## src/rtl/dual_dac_stager.sv

```systemverilog
module dual_dac_stager #(
  parameter int CODE_W = 16
) (
  input  logic              clk,
  input  logic              rst_n,
  input  logic              cmd_valid,
  input  logic [CODE_W+7:0] cmd_word,
  output logic [CODE_W-1:0] a_code,
  output logic [1:0]        a_mode,
  output logic [CODE_W-1:0] b_code,
  output logic [1:0]        b_mode,
  output logic              a_updated,
  output logic              b_updated,
  output logic              cmd_error
);
  localparam int WORD_W = CODE_W + 8;

  logic [CODE_W-1:0] stg_code [2];
  logic [1:0]        stg_mode [2];
  logic [CODE_W-1:0] nxt_code [2];
  logic [1:0]        nxt_mode [2];
  logic [CODE_W-1:0] act_code [2];
  logic [1:0]        act_mode [2];
  logic [1:0]        upd;

  wire       ok  = cmd_valid && (cmd_word[WORD_W-1 -: 2] == 2'b00);
  wire [1:0] ld  = cmd_word[CODE_W+5 -: 2] & {2{ok}};
  wire       sel = cmd_word[CODE_W+2];
  wire [1:0] pd  = cmd_word[CODE_W+1 -: 2];

  always_comb begin
    for (int i = 0; i < 2; i++) begin
      nxt_code[i] = stg_code[i];
      nxt_mode[i] = stg_mode[i];
      if (ok && (sel == 1'(i))) begin
        nxt_mode[i] = pd;
        if (pd == 2'b00) nxt_code[i] = cmd_word[CODE_W-1:0];
      end
    end
  end

  always_ff @(posedge clk) begin
    if (!rst_n) begin
      for (int i = 0; i < 2; i++) begin
        stg_code[i] <= '0;
        stg_mode[i] <= 2'b00;
        act_code[i] <= '0;
        act_mode[i] <= 2'b00;
      end
      upd       <= 2'b00;
      cmd_error <= 1'b0;
    end else begin
      for (int i = 0; i < 2; i++) begin
        stg_code[i] <= nxt_code[i];
        stg_mode[i] <= nxt_mode[i];
        if (ld[i]) begin
          act_code[i] <= nxt_code[i];
          act_mode[i] <= nxt_mode[i];
        end
      end
      upd       <= ld;
      cmd_error <= cmd_valid && !ok;
    end
  end

  assign a_code    = act_code[0];
  assign a_mode    = act_mode[0];
  assign b_code    = act_code[1];
  assign b_mode    = act_mode[1];
  assign a_updated = upd[0];
  assign b_updated = upd[1];
endmodule

```

## config.mk

```make
export PLATFORM = sky130hd
export DESIGN_NAME = dual_dac_stager
export DESIGN_NICKNAME = d
export VERILOG_FILES = /design/src/rtl/dual_dac_stager.sv
export SDC_FILE = /design/constraint.sdc
export NUM_CORES = 1
export LEC_CHECK = 0
export BUFFER_PORTS_ARGS = -buffer_cell sky130_fd_sc_hd__buf_2
export CAP_MARGIN = 10
export CORE_MARGIN = 1
export CORE_UTILIZATION = 40
export DETAILED_ROUTE_END_ITERATION = 10
export HOLD_SLACK_MARGIN = 0.03
export PLACE_DENSITY_LB_ADDON = 0.15
export SYNTH_ARGS = -nofsm -noshare
export SYNTH_HDL_FRONTEND = slang
export SYNTH_SLANG_ARGS = --single-unit
```

## constraint.sdc

```tcl
create_clock -name clk -period 3.1 [get_ports clk]
set_input_delay 0.31 -clock clk [delete_from_list [all_inputs] [get_ports clk]]
set_output_delay 0.31 -clock clk [all_outputs]
set_load 0.03 [all_outputs]
```

==> results by group, run 1 <==
Route
  • Vias: 2123
  • Detailed Route WL: 6152 µm
  • Via/cell ratio: 5.103
  • Drt wl/cell: 14.79 µm
  • Residual DRC: 0
  • ANT nets after route: 0
  • Initial DRT Pass Iterations: 5
  • Starting DRT DRC Count: 94

Cells and area
  • Commonest non-fill, non-tap cells in the layout: 64 x buf_2, 39 x dfxtp_1, 36 x edfxtp_1
  • Area growth from synthesis to layout: 17.93%
  • Layout cell share with drive strength beyond 1: 36.91%
  • Final std cells w/o fill: 416
  • Commonest non-fill, non-tap cell in the layout: buf_2
  • ANT cells: 0
  • Final nets: 339
  • Fillers: 703

Worst setup path
  • WP data required: 3.18 ns
  • Worst flop-to-flop path startpoint: stg_mode[0][2]
  • Critical Path Fanout Max: 32
  • Crit Reg-Reg Endpoint: act_mode[0][2]
  • Worst Setup SP: cmd_word[22]
  • CP Capture Type: flop
  • R2r worst-path depth: 2
  • Setup CP Type: primary input to flop
  • Crit path arrival time: 1.71 ns
  • Startpoint types: primary input
  • R2R Setup Slk: 2.30 ns
  • Crit path to: act_code[0][31]

Timing
  • Final setup viols: 0
  • Tightest hold margin: 0.2083 ns
  • Slew margin rel.: 37.67%
  • Worst slew pin tran: 0.9330 ns
  • Max-slew violations: 0
  • Max Freq: 614.6 MHz
  • Skew final: 0.006179 ns
  • RSZ-0062 raised after global routing: false
  • Minimum clock period: 1.627 ns
  • Final hold violations: 0
  • TNS Setup: 0 ns
  • Final worst path period share: 52.49%

Floorplan
  • Die width: 88.83 µm
  • Die footprint: 0.007890 mm²
  • Core ar.: 0.007253 mm²
  • Die Y: 88.83 µm
  • IO Count: 66
  • # rows: 31
  • Initial Utilization: 41.57%

Clock network
  • Num CTS Buffers: 9
  • # Post-CTS Setup Buffers: 0
  • Hold_buf cts: 0
  • CTS max path bufs: 2
  • Post-CTS sizing: 0
  • CTS tree: built
  • Reg clk slew, reported paths: 0.07 ns
  • Total number of H-tree levels: 3
  • Num Clock Sinks: 75
  • Root buffer cell: clkbuf_8
  • Clock Latency Late Sink: 0.34 ns

Synthesis
  • Yosys Warn Count: 0
  • Largest area contributor in the netlist: edfxtp_1
  • Mapped Avg Cell Area: 11.97 µm²
  • Syn Nets: 279
  • Synth top area cells: edfxtp_1 36%, dfxtp_1 26%, o21ai_2 9.0%, a21boi_1 7.5%, a21oi_1 5.3%
  • Post-synth EDFFs: 36
  • Post-synth top flop: dfxtp_1
  • Sequential share of the synthesized area: 61.74%
  • Synth Register Bits: 75
  • FFs w/ async S/R, synth: 0%
  • Share of the synthesized area in the top cell type: 35.85%
  • Post-Synthesis Cells: 252
  • Post-synth design cell area: 0.003015 mm²
  • Unique masters post-synth: 24

Flow run
  • Max Cap Violations: 0

GRT
  • Initial antenna violation count: 0
  • Total grt overflow: 0
  • GRT Total Usage: 16.88%
  • First-pass GRT wire length: 9549 µm
  • Vias in the first global route: 1933
  • Largest net degree at the start of global routing: 33

Placement
  • Post-Place Cells: 400
  • Port Buf Inserts: 64
  • GPL Wtd Cong: 0.7783
  • DP HPWL: 4087 µm

Hold path
  • Worst hold path class: primary input to flop
  • Hold Path Origin: cmd_word[20]

Pwr
  • LEAKAGE: 0.001272 µW
  • Power Density: 522.1 mW/mm²
  • VDD IR max: 0.3122 mV

Status
  • Status: complete, no violations
[worst max-delay path, cell delays in order]
cell	delay, ns
buf_2	0.14
or4b_4	0.82
o21ai_0	0.31
a21oi_1	0.12
[registers in the layout, indices dropped and copies added (netlist names)]
signal     flops
act_code      32
act_mode       4
cmd_error      1
stg_code      32
stg_mode       4
upd            2
[logic make-up (layout without fill, tap and decap cells)]
logic type             Yosys count  in the layout  synth area share (%)
buffers and inverters           19             84                 3.361
flip-flops                      75             75                 61.74
AND/OR/NAND/NOR                 56             56                 10.62
AO/OA/AOI/OAI                   98             98                 22.95
multiplexers                     4              4                 1.328
[how the worst min path moves through the flow]
stage / cells after the start / end / slack (ns)
after floorplan: 1 / upd[0] / 0.43
after global placement: 2 / stg_code[0][30] / 0.45
after detailed placement: 2 / stg_code[0][6] / 0.45
after CTS: 2 / upd[0] / 0.20
after global routing: 2 / upd[0] / 0.20
final: 2 / upd[0] / 0.21
[cell usage after synthesis, types with 3 or more instances]
cell and count:
dfxtp_1 39, mux2i_1 4, a21boi_1 30, buf_6 3, nor2b_1 5, a21oi_1 32, o21ai_2 31, nand3_1 32
nand2_1 4, nor2_1 5, buf_2 6, clkbuf_1 10, edfxtp_1 36
[power breakdown]
group	total (µW)	internal (µW)	switching (µW)	leakage [µW]
Combinational	162	45.0	117	0.000499
Sequential	1070	1060	6.05	0.000689
Clock	627	279	348	0.0000836
Total	1860	1380	472	0.00127
[per-stage QoR]
step / setup WS, ns / util (%) / cell area [µm²] / power [µW]
5_1_grt: 1.390 / 49.03 / 3556 / 1935
2_1_floorplan: 1.579 / - / 3015 / 1196
3_3_place_gp: 1.121 / 46.83 / 3397 / 1252
3_5_place_dp: 1.106 / 46.83 / 3397 / 1254
4_1_cts: 1.476 / 49.03 / 3556 / 1875
6_report: 1.473 / 49.03 / 3556 / 1856
[area by class of cell]
| type | count | area [µm²] | area share (%) |
|---|---|---|---|
| clock buffer | 9 | 123.9 | 3.483 |
| clock inverter | 7 | 35.03 | 0.9852 |
| multi-input combinational | 158 | 1061 | 29.84 |
| sequential | 75 | 1862 | 52.36 |
| tap | 99 | 123.9 | 3.483 |
| timing repair buffer | 68 | 350.3 | 9.852 |
[metal layers]
layer  part of all wire (%)  GRT usage (%)
met5                      0              0
met4                    1.5          7.478
met3                    6.9          5.784
met2                     48          26.08
met1                     44          21.42
(Power assumes the default switching activity.)
==> run 2, diff against run 1 <==
==> constraint.sdc (replaced) <==
create_clock -name clk -period 1.35 [get_ports clk]
set_input_delay 0.135 -clock clk [delete_from_list [all_inputs] [get_ports clk]]
set_output_delay 0.135 -clock clk [all_outputs]
set_load 0.03 [all_outputs]
==> results by group, run 2 (synthesis gave the netlist of run 1 again) <==
Route
  • Via/cell ratio: 5.094 (was 5.103)
  • Drt wl/cell: 15.44 µm (was 14.79 µm)
  • Initial DRT Pass Iterations: 4 (was 5)
  • Starting DRT DRC Count: 115 (was 94)
  • Residual DRC: 0 (unchanged)
  • Detailed Route WL: 6748 µm (was 6152 µm)
  • Vias: 2226 (was 2123)
  • ANT nets after route: 0 (unchanged)

Pwr
  • Combinational share of power: 9.4% (was 8.7%)
  • VDD IR max: 0.5462 mV (was 0.3122 mV)
  • Power Density: 1228 mW/mm² (was 522.1 mW/mm²)
  • LEAKAGE: 0.001427 µW (was 0.001272 µW)
  • P_int: 3619 µW (was 1385 µW)
  • Clock Power Share: 38.7% (was 33.8%)
  • Switch Pwr: 1105 µW (was 471.8 µW)
  • Sequential share of power: 51.8% (was 57.5%)
  • Sw frac: 23.40% (was 25.41%)

Worst setup path
  • Bufs and invs on worst path: 2 (was 1)
  • Worst flop-to-flop path startpoint: stg_mode[0][3] (was stg_mode[0][2])
  • Slowest stage delay, CP: 0.58 ns (was 0.82 ns)
  • Worst Setup SP: cmd_word[22] (unchanged)
  • Crit Reg-Reg Endpoint: act_mode[0][3] (was act_mode[0][2])
  • Max stage delay cell, worst path: or4b_4 (unchanged)
  • WP data required: 1.44 ns (was 3.18 ns)
  • Setup CP Type: primary input to flop (unchanged)
  • Cell family with most CP delay: simple AND/OR/NAND/NOR gates (unchanged)
  • R2R Setup Slk: 0.58 ns (was 2.30 ns)
  • CP Capture Type: flop (unchanged)
  • Startpoint types: primary input (unchanged)
  • Critical Path Fanout Max: 23 (was 32)
  • Crit path to: act_code[0][30] (was act_code[0][31])
  • R2r worst-path depth: 2 (unchanged)
  • Stages on the worst setup path: 5 (was 4)
  • Crit path arrival time: 1.27 ns (was 1.71 ns)
  • Crit path cell chain: buf_2 -> or4b_4 -> buf_12 -> o21ai_2 -> a21oi_1 (was buf_2 -> or4b_4 -> o21ai_0 -> a21oi_1)

Cells and area
  • ANT cells: 0 (unchanged)
  • Final nets: 361 (was 339)
  • Commonest non-fill, non-tap cell in the layout: buf_2 (unchanged)
  • Final instance area: 0.003846 mm² (was 0.003556 mm²)
  • Commonest non-fill, non-tap cells in the layout: 64 x buf_2, 39 x dfxtp_1, 36 x edfxtp_1 (unchanged)
  • Largest regs: act_code (32), stg_code (32) (unchanged)
  • Area growth from synthesis to layout: 27.55% (was 17.93%)
  • Layout cell share with drive strength beyond 1: 40.83% (was 36.91%)

Clock network
  • Num CTS Buffers: 9 (unchanged)
  • CTS max path bufs: 2 (unchanged)
  • Num Clock Sinks: 75 (unchanged)
  • Root buffer cell: clkbuf_8 (unchanged)
  • Post-CTS sizing: 0 (unchanged)
  • Reg clk slew, reported paths: 0.07 ns (about the same)
  • Clock Latency Late Sink: 0.35 ns (was 0.34 ns)
  • CTS tree: built (unchanged)
  • Total number of H-tree levels: 3 (unchanged)
  • Hold_buf cts: 0 (unchanged)
  • # Post-CTS Setup Buffers: 0 (unchanged)

Placement
  • GPL Wtd Cong: 0.7621 (was 0.7783)
  • Placed Area: 0.003641 mm² (was 0.003397 mm²)
  • Port Buf Inserts: 64 (unchanged)
  • DP HPWL: 4589 µm (was 4087 µm)
  • DP Worst Slack: -0.1843 ns (was 1.106 ns)

Timing
  • Final setup viols: 0 (unchanged)
  • Max-slew violations: 0 (unchanged)
  • Worst setup margin: 0.1684 ns (was 1.473 ns)
  • RSZ-0062 raised after global routing: false (unchanged)
  • Minimum clock period: 1.182 ns
  • Final worst path period share: 87.52%
  • Final hold violations: 0 (unchanged)
  • Skew final: 0.007491 ns (was 0.006179 ns)
  • Slew margin rel.: 65.08% (was 37.67%)
  • Worst slew pin tran: 0.5228 ns (was 0.9330 ns)
  • Max Freq: 846.3 MHz

Floorplan
  • Die width: 88.83 µm (unchanged)
  • # rows: 31 (unchanged)
  • Die footprint: 0.007890 mm² (unchanged)
  • IO Count: 66 (unchanged)
  • Core ar.: 0.007253 mm² (unchanged)
  • Die Y: 88.83 µm (unchanged)
  • Initial Utilization: 41.57% (unchanged)

GRT
  • Total grt overflow: 0 (unchanged)
  • Largest net degree at the start of global routing: 40 (was 33)
  • Vias in the first global route: 2172 (was 1933)
  • Initial antenna violation count: 0 (unchanged)
  • First-pass GRT wire length: 11010 µm (was 9549 µm)
  • GRT Total Usage: 19.17% (was 16.88%)

Hold path
  • Hold Path Origin: cmd_word[21] (was cmd_word[20])
  • Worst hold path class: primary input to flop (unchanged)

Status
  • Status: complete, no violations (unchanged)

Flow run
  • Max Cap Violations: 0 (unchanged)
## run 2: changes by cell type in the layout (fill, tap and decap cells not counted)
cell	before	now
buf_6	0	1
clkbuf_1	0	1
inv_6	0	1
buf_4	4	19
buf_12	0	6
clkinvlp_4	1	0
clkinv_2	4	1
bufinv_16	0	2
clkinv_1	2	1
## run 2: worst min-delay path by stage
stage	end	slack, ns	cells past startpoint
2_1_floorplan	upd[0]	0.26	1
5_1_grt	upd[1]	0.04	2
3_5_place_dp	upd[1]	0.39	2
6_report	upd[1]	0.04	2
3_3_place_gp	upd[1]	0.39	2
4_1_cts	upd[1]	0.03	2
## run 2: cell type report
cell class	count	area [µm²]
clock buffer	10	127.6
clock inverter	5	77.57
fill	650	3407
multi-input combinational	158	1061
sequential	75	1862
tap	99	123.9
timing repair buffer	90	594.3
## run 2: worst reg2reg max path: stages (launching register included)
cell and delay (ns):
dfxtp_1 0.31, mux2i_1 0.17, nor2_1 0.06
## run 2: per-stage QoR
step,hold slack [ns],total power [µW],setup TNS (ns),std cells,util (%)
floorplan,0.2567,2745,0,252,-
global route,0.03518,4905,0,437,53.03
finish,0.04131,4724,0,437,53.03
detailed placement,0.3920,2952,-6.478,422,50.20
global placement,0.3894,2948,-15.61,421,50.04
CTS,0.03195,4778,0,437,53.03
## run 2: power by group through the flow
stage               clock network [µW]  logic, µW  registers, µW
floorplan                            0        137           2610
global placement                     0        447           2500
detailed placement                   0        450           2500
CTS                               1880        451           2450
global route                      1970        480           2460
finish                            1830        446           2450
## run 2: per-layer routing
metal  part of all wire, %  GRT usage, %  vias up
met4                   1.5         7.918        0
li1                      -             -     1102
met5                     0             0        -
met3                   6.1         5.131       10
met1                    46         25.01     1055
met2                    47         30.21       59
==> run 3, diff against run 2 <==
--- a/config.mk
+++ b/config.mk
@@ -7,8 +7,9 @@
 export LEC_CHECK = 0
 export BUFFER_PORTS_ARGS = -buffer_cell sky130_fd_sc_hd__buf_2
 export CAP_MARGIN = 10
+export CORE_ASPECT_RATIO = 1.5
 export CORE_MARGIN = 1
-export CORE_UTILIZATION = 40
+export CORE_UTILIZATION = 35
 export DETAILED_ROUTE_END_ITERATION = 10
 export HOLD_SLACK_MARGIN = 0.03
 export PLACE_DENSITY_LB_ADDON = 0.15
==> results by group, run 3 (synthesis gave the netlist of run 1 again) <==
Cells and area
  • Layout cell share with drive strength beyond 1: 40.42% (was 40.83%)
  • Largest regs: act_code (32), stg_code (32) (unchanged)
  • ANT cells: 0 (unchanged)
  • Area growth from synthesis to layout: 31.00% (was 27.55%)
  • Commonest non-fill, non-tap cell in the layout: buf_2 (unchanged)
  • Commonest non-fill, non-tap cells in the layout: 64 x buf_2, 39 x dfxtp_1, 36 x edfxtp_1 (unchanged)
  • Final nets: 356 (was 361)
  • Fillers: 791 (was 650)
  • Post-Route Utilization: 47.24% (was 53.03%)

Clock network
  • Reg clk slew, reported paths: 0.05 ns (was 0.07 ns)
  • Total number of H-tree levels: 3 (unchanged)
  • Num Clock Sinks: 75 (unchanged)
  • Num CTS Buffers: 9 (unchanged)
  • # Post-CTS Setup Buffers: 0 (unchanged)
  • CTS max path bufs: 2 (unchanged)
  • CTS tree: built (unchanged)
  • Hold_buf cts: 0 (unchanged)
  • Root buffer cell: clkbuf_16 (was clkbuf_8)
  • Clock Latency Late Sink: 0.33 ns (was 0.35 ns)
  • Post-CTS sizing: 0 (unchanged)

Worst setup path
  • R2r worst-path depth: 2 (unchanged)
  • Max stage delay cell, worst path: or4b_4 (unchanged)
  • WP data required: 1.42 ns (was 1.44 ns)
  • CP Capture Type: flop (unchanged)
  • Crit Reg-Reg Endpoint: act_mode[0][0] (was act_mode[0][3])
  • Crit path cell chain: buf_2 -> or4b_4 -> buf_12 -> o21ai_2 -> a21oi_1 (unchanged)
  • Slowest stage delay, CP: 0.57 ns (was 0.58 ns)
  • Startpoint types: primary input (unchanged)
  • Crit path arrival time: 1.30 ns (was 1.27 ns)
  • R2R Setup Slk: 0.51 ns (was 0.58 ns)
  • Setup CP Type: primary input to flop (unchanged)
  • Critical Path Fanout Max: 16 (was 23)
  • Worst flop-to-flop path startpoint: stg_mode[0][0] (was stg_mode[0][3])

Timing
  • Final hold violations: 0 (unchanged)
  • TNS Setup: 0 ns (unchanged)
  • Slew margin rel.: 78.62% (was 65.08%)
  • Skew final: 0.002910 ns (was 0.007491 ns)
  • Worst slew pin tran: 0.3206 ns (was 0.5228 ns)
  • RSZ-0062 raised after global routing: false (unchanged)
  • Final setup viols: 0 (unchanged)
  • Final worst path period share: 90.86% (was 87.52%)
  • Tightest hold margin: 0.05589 ns (was 0.04131 ns)
  • Max Freq: 815.3 MHz (was 846.3 MHz)
  • Max-slew violations: 0 (unchanged)
  • Minimum clock period: 1.227 ns (was 1.182 ns)

Pwr
  • VDD IR max: 0.6817 mV (was 0.5462 mV)
  • Power Density: 1386 mW/mm² (was 1228 mW/mm²)
  • LEAKAGE: 0.001462 µW (was 0.001427 µW)

Status
  • Status: complete, no violations (unchanged)

Floorplan
  • IO Count: 66 (unchanged)
  • Core ar.: 0.008362 mm² (was 0.007253 mm²)
  • Die width: 77.79 µm (was 88.83 µm)
  • Die Y: 115.7 µm (was 88.83 µm)
  • Initial Utilization: 36.06% (was 41.57%)
  • # rows: 41 (was 31)
  • Die footprint: 0.008998 mm² (was 0.007890 mm²)

GRT
  • Total grt overflow: 0 (unchanged)
  • GRT Total Usage: 16.38% (was 19.17%)
  • Vias in the first global route: 2213 (was 2172)
  • First-pass GRT wire length: 11050 µm (was 11010 µm)
  • Largest net degree at the start of global routing: 35 (was 40)
  • Initial antenna violation count: 0 (unchanged)

Flow run
  • Max Cap Violations: 0 (unchanged)

Route
  • ANT nets after route: 0 (unchanged)
  • Starting DRT DRC Count: 145 (was 115)
  • Drt wl/cell: 15.77 µm (was 15.44 µm)
  • Via/cell ratio: 5.109 (was 5.094)
  • Residual DRC: 0 (unchanged)
  • Initial DRT Pass Iterations: 4 (unchanged)
  • Vias: 2253 (was 2226)
  • Detailed Route WL: 6953 µm (was 6748 µm)

Hold path
  • Worst hold path class: primary input to flop (unchanged)
  • Hold Path Origin: cmd_word[21] (unchanged)
  • WHS Path Cells: 2 (unchanged)
  • Hold Crit Endpoint: upd[1] (unchanged)

Placement
  • DP HPWL: 4840 µm (was 4589 µm)
  • Port Buf Inserts: 64 (unchanged)
  • GPL Wtd Cong: 0.7393 (was 0.7621)
## run 3: power by group
part / internal [µW] / switching [µW] / leakage, µW / total [µW]
sequential: 2440 / 16.5 / 0.000689 / 2450
combinational: 153 / 293 / 0.000616 / 446
clock: 1680 / 897 / 0.000156 / 2570
## run 3: worst max path at each step
stage / startpoint / end / slack (ns) / cells past startpoint
3_3_place_gp: cmd_word[16] / act_code[0][22] / -0.20 / 5
3_5_place_dp: cmd_word[16] / act_code[0][22] / -0.20 / 5
5_1_grt: cmd_word[16] / act_code[0][29] / 0.10 / 5
6_report: cmd_word[16] / act_code[0][29] / 0.12 / 5
2_1_floorplan: cmd_word[22] / act_code[0][19] / 0.004 / 4
4_1_cts: cmd_word[16] / act_code[0][29] / 0.14 / 5
## run 3: stage by stage
step	setup WS, ns	total power [µW]	instance area, µm²	cells
floorplan	0.003524	2745	3015	252
global placement	-0.1982	2955	3622	425
detailed placement	-0.1979	2954	3622	425
CTS	0.1351	5543	3950	441
global route	0.1018	5644	3950	441
finish	0.1235	5475	3950	441
## run 3: layer usage
metal	wire length [µm]	part of all wire (%)	global-route usage, %
met1	2872	41	18.05
met2	3645	52	29.20
met3	291	4.2	3.937
met4	144	2.1	8.428
met5	0	0	0
## run 3: cell type report
type | instances | area [µm²] | area share (%)
clock inverters | 5 | 85.08 | 2.154
clock buffers | 11 | 242.7 | 6.145
multi-input cells | 158 | 1061 | 26.86
flip-flops and latches | 75 | 1862 | 47.13
repair buffers | 85 | 565.5 | 14.32
well taps | 107 | 133.9 | 3.389
## run 3: critical path: cells and delay by family
family                 cells  cell delay, ns
buffers and inverters      2            0.32
and+or+nand+nor            1            0.57
AOI/OAI and AO/OA          2            0.26
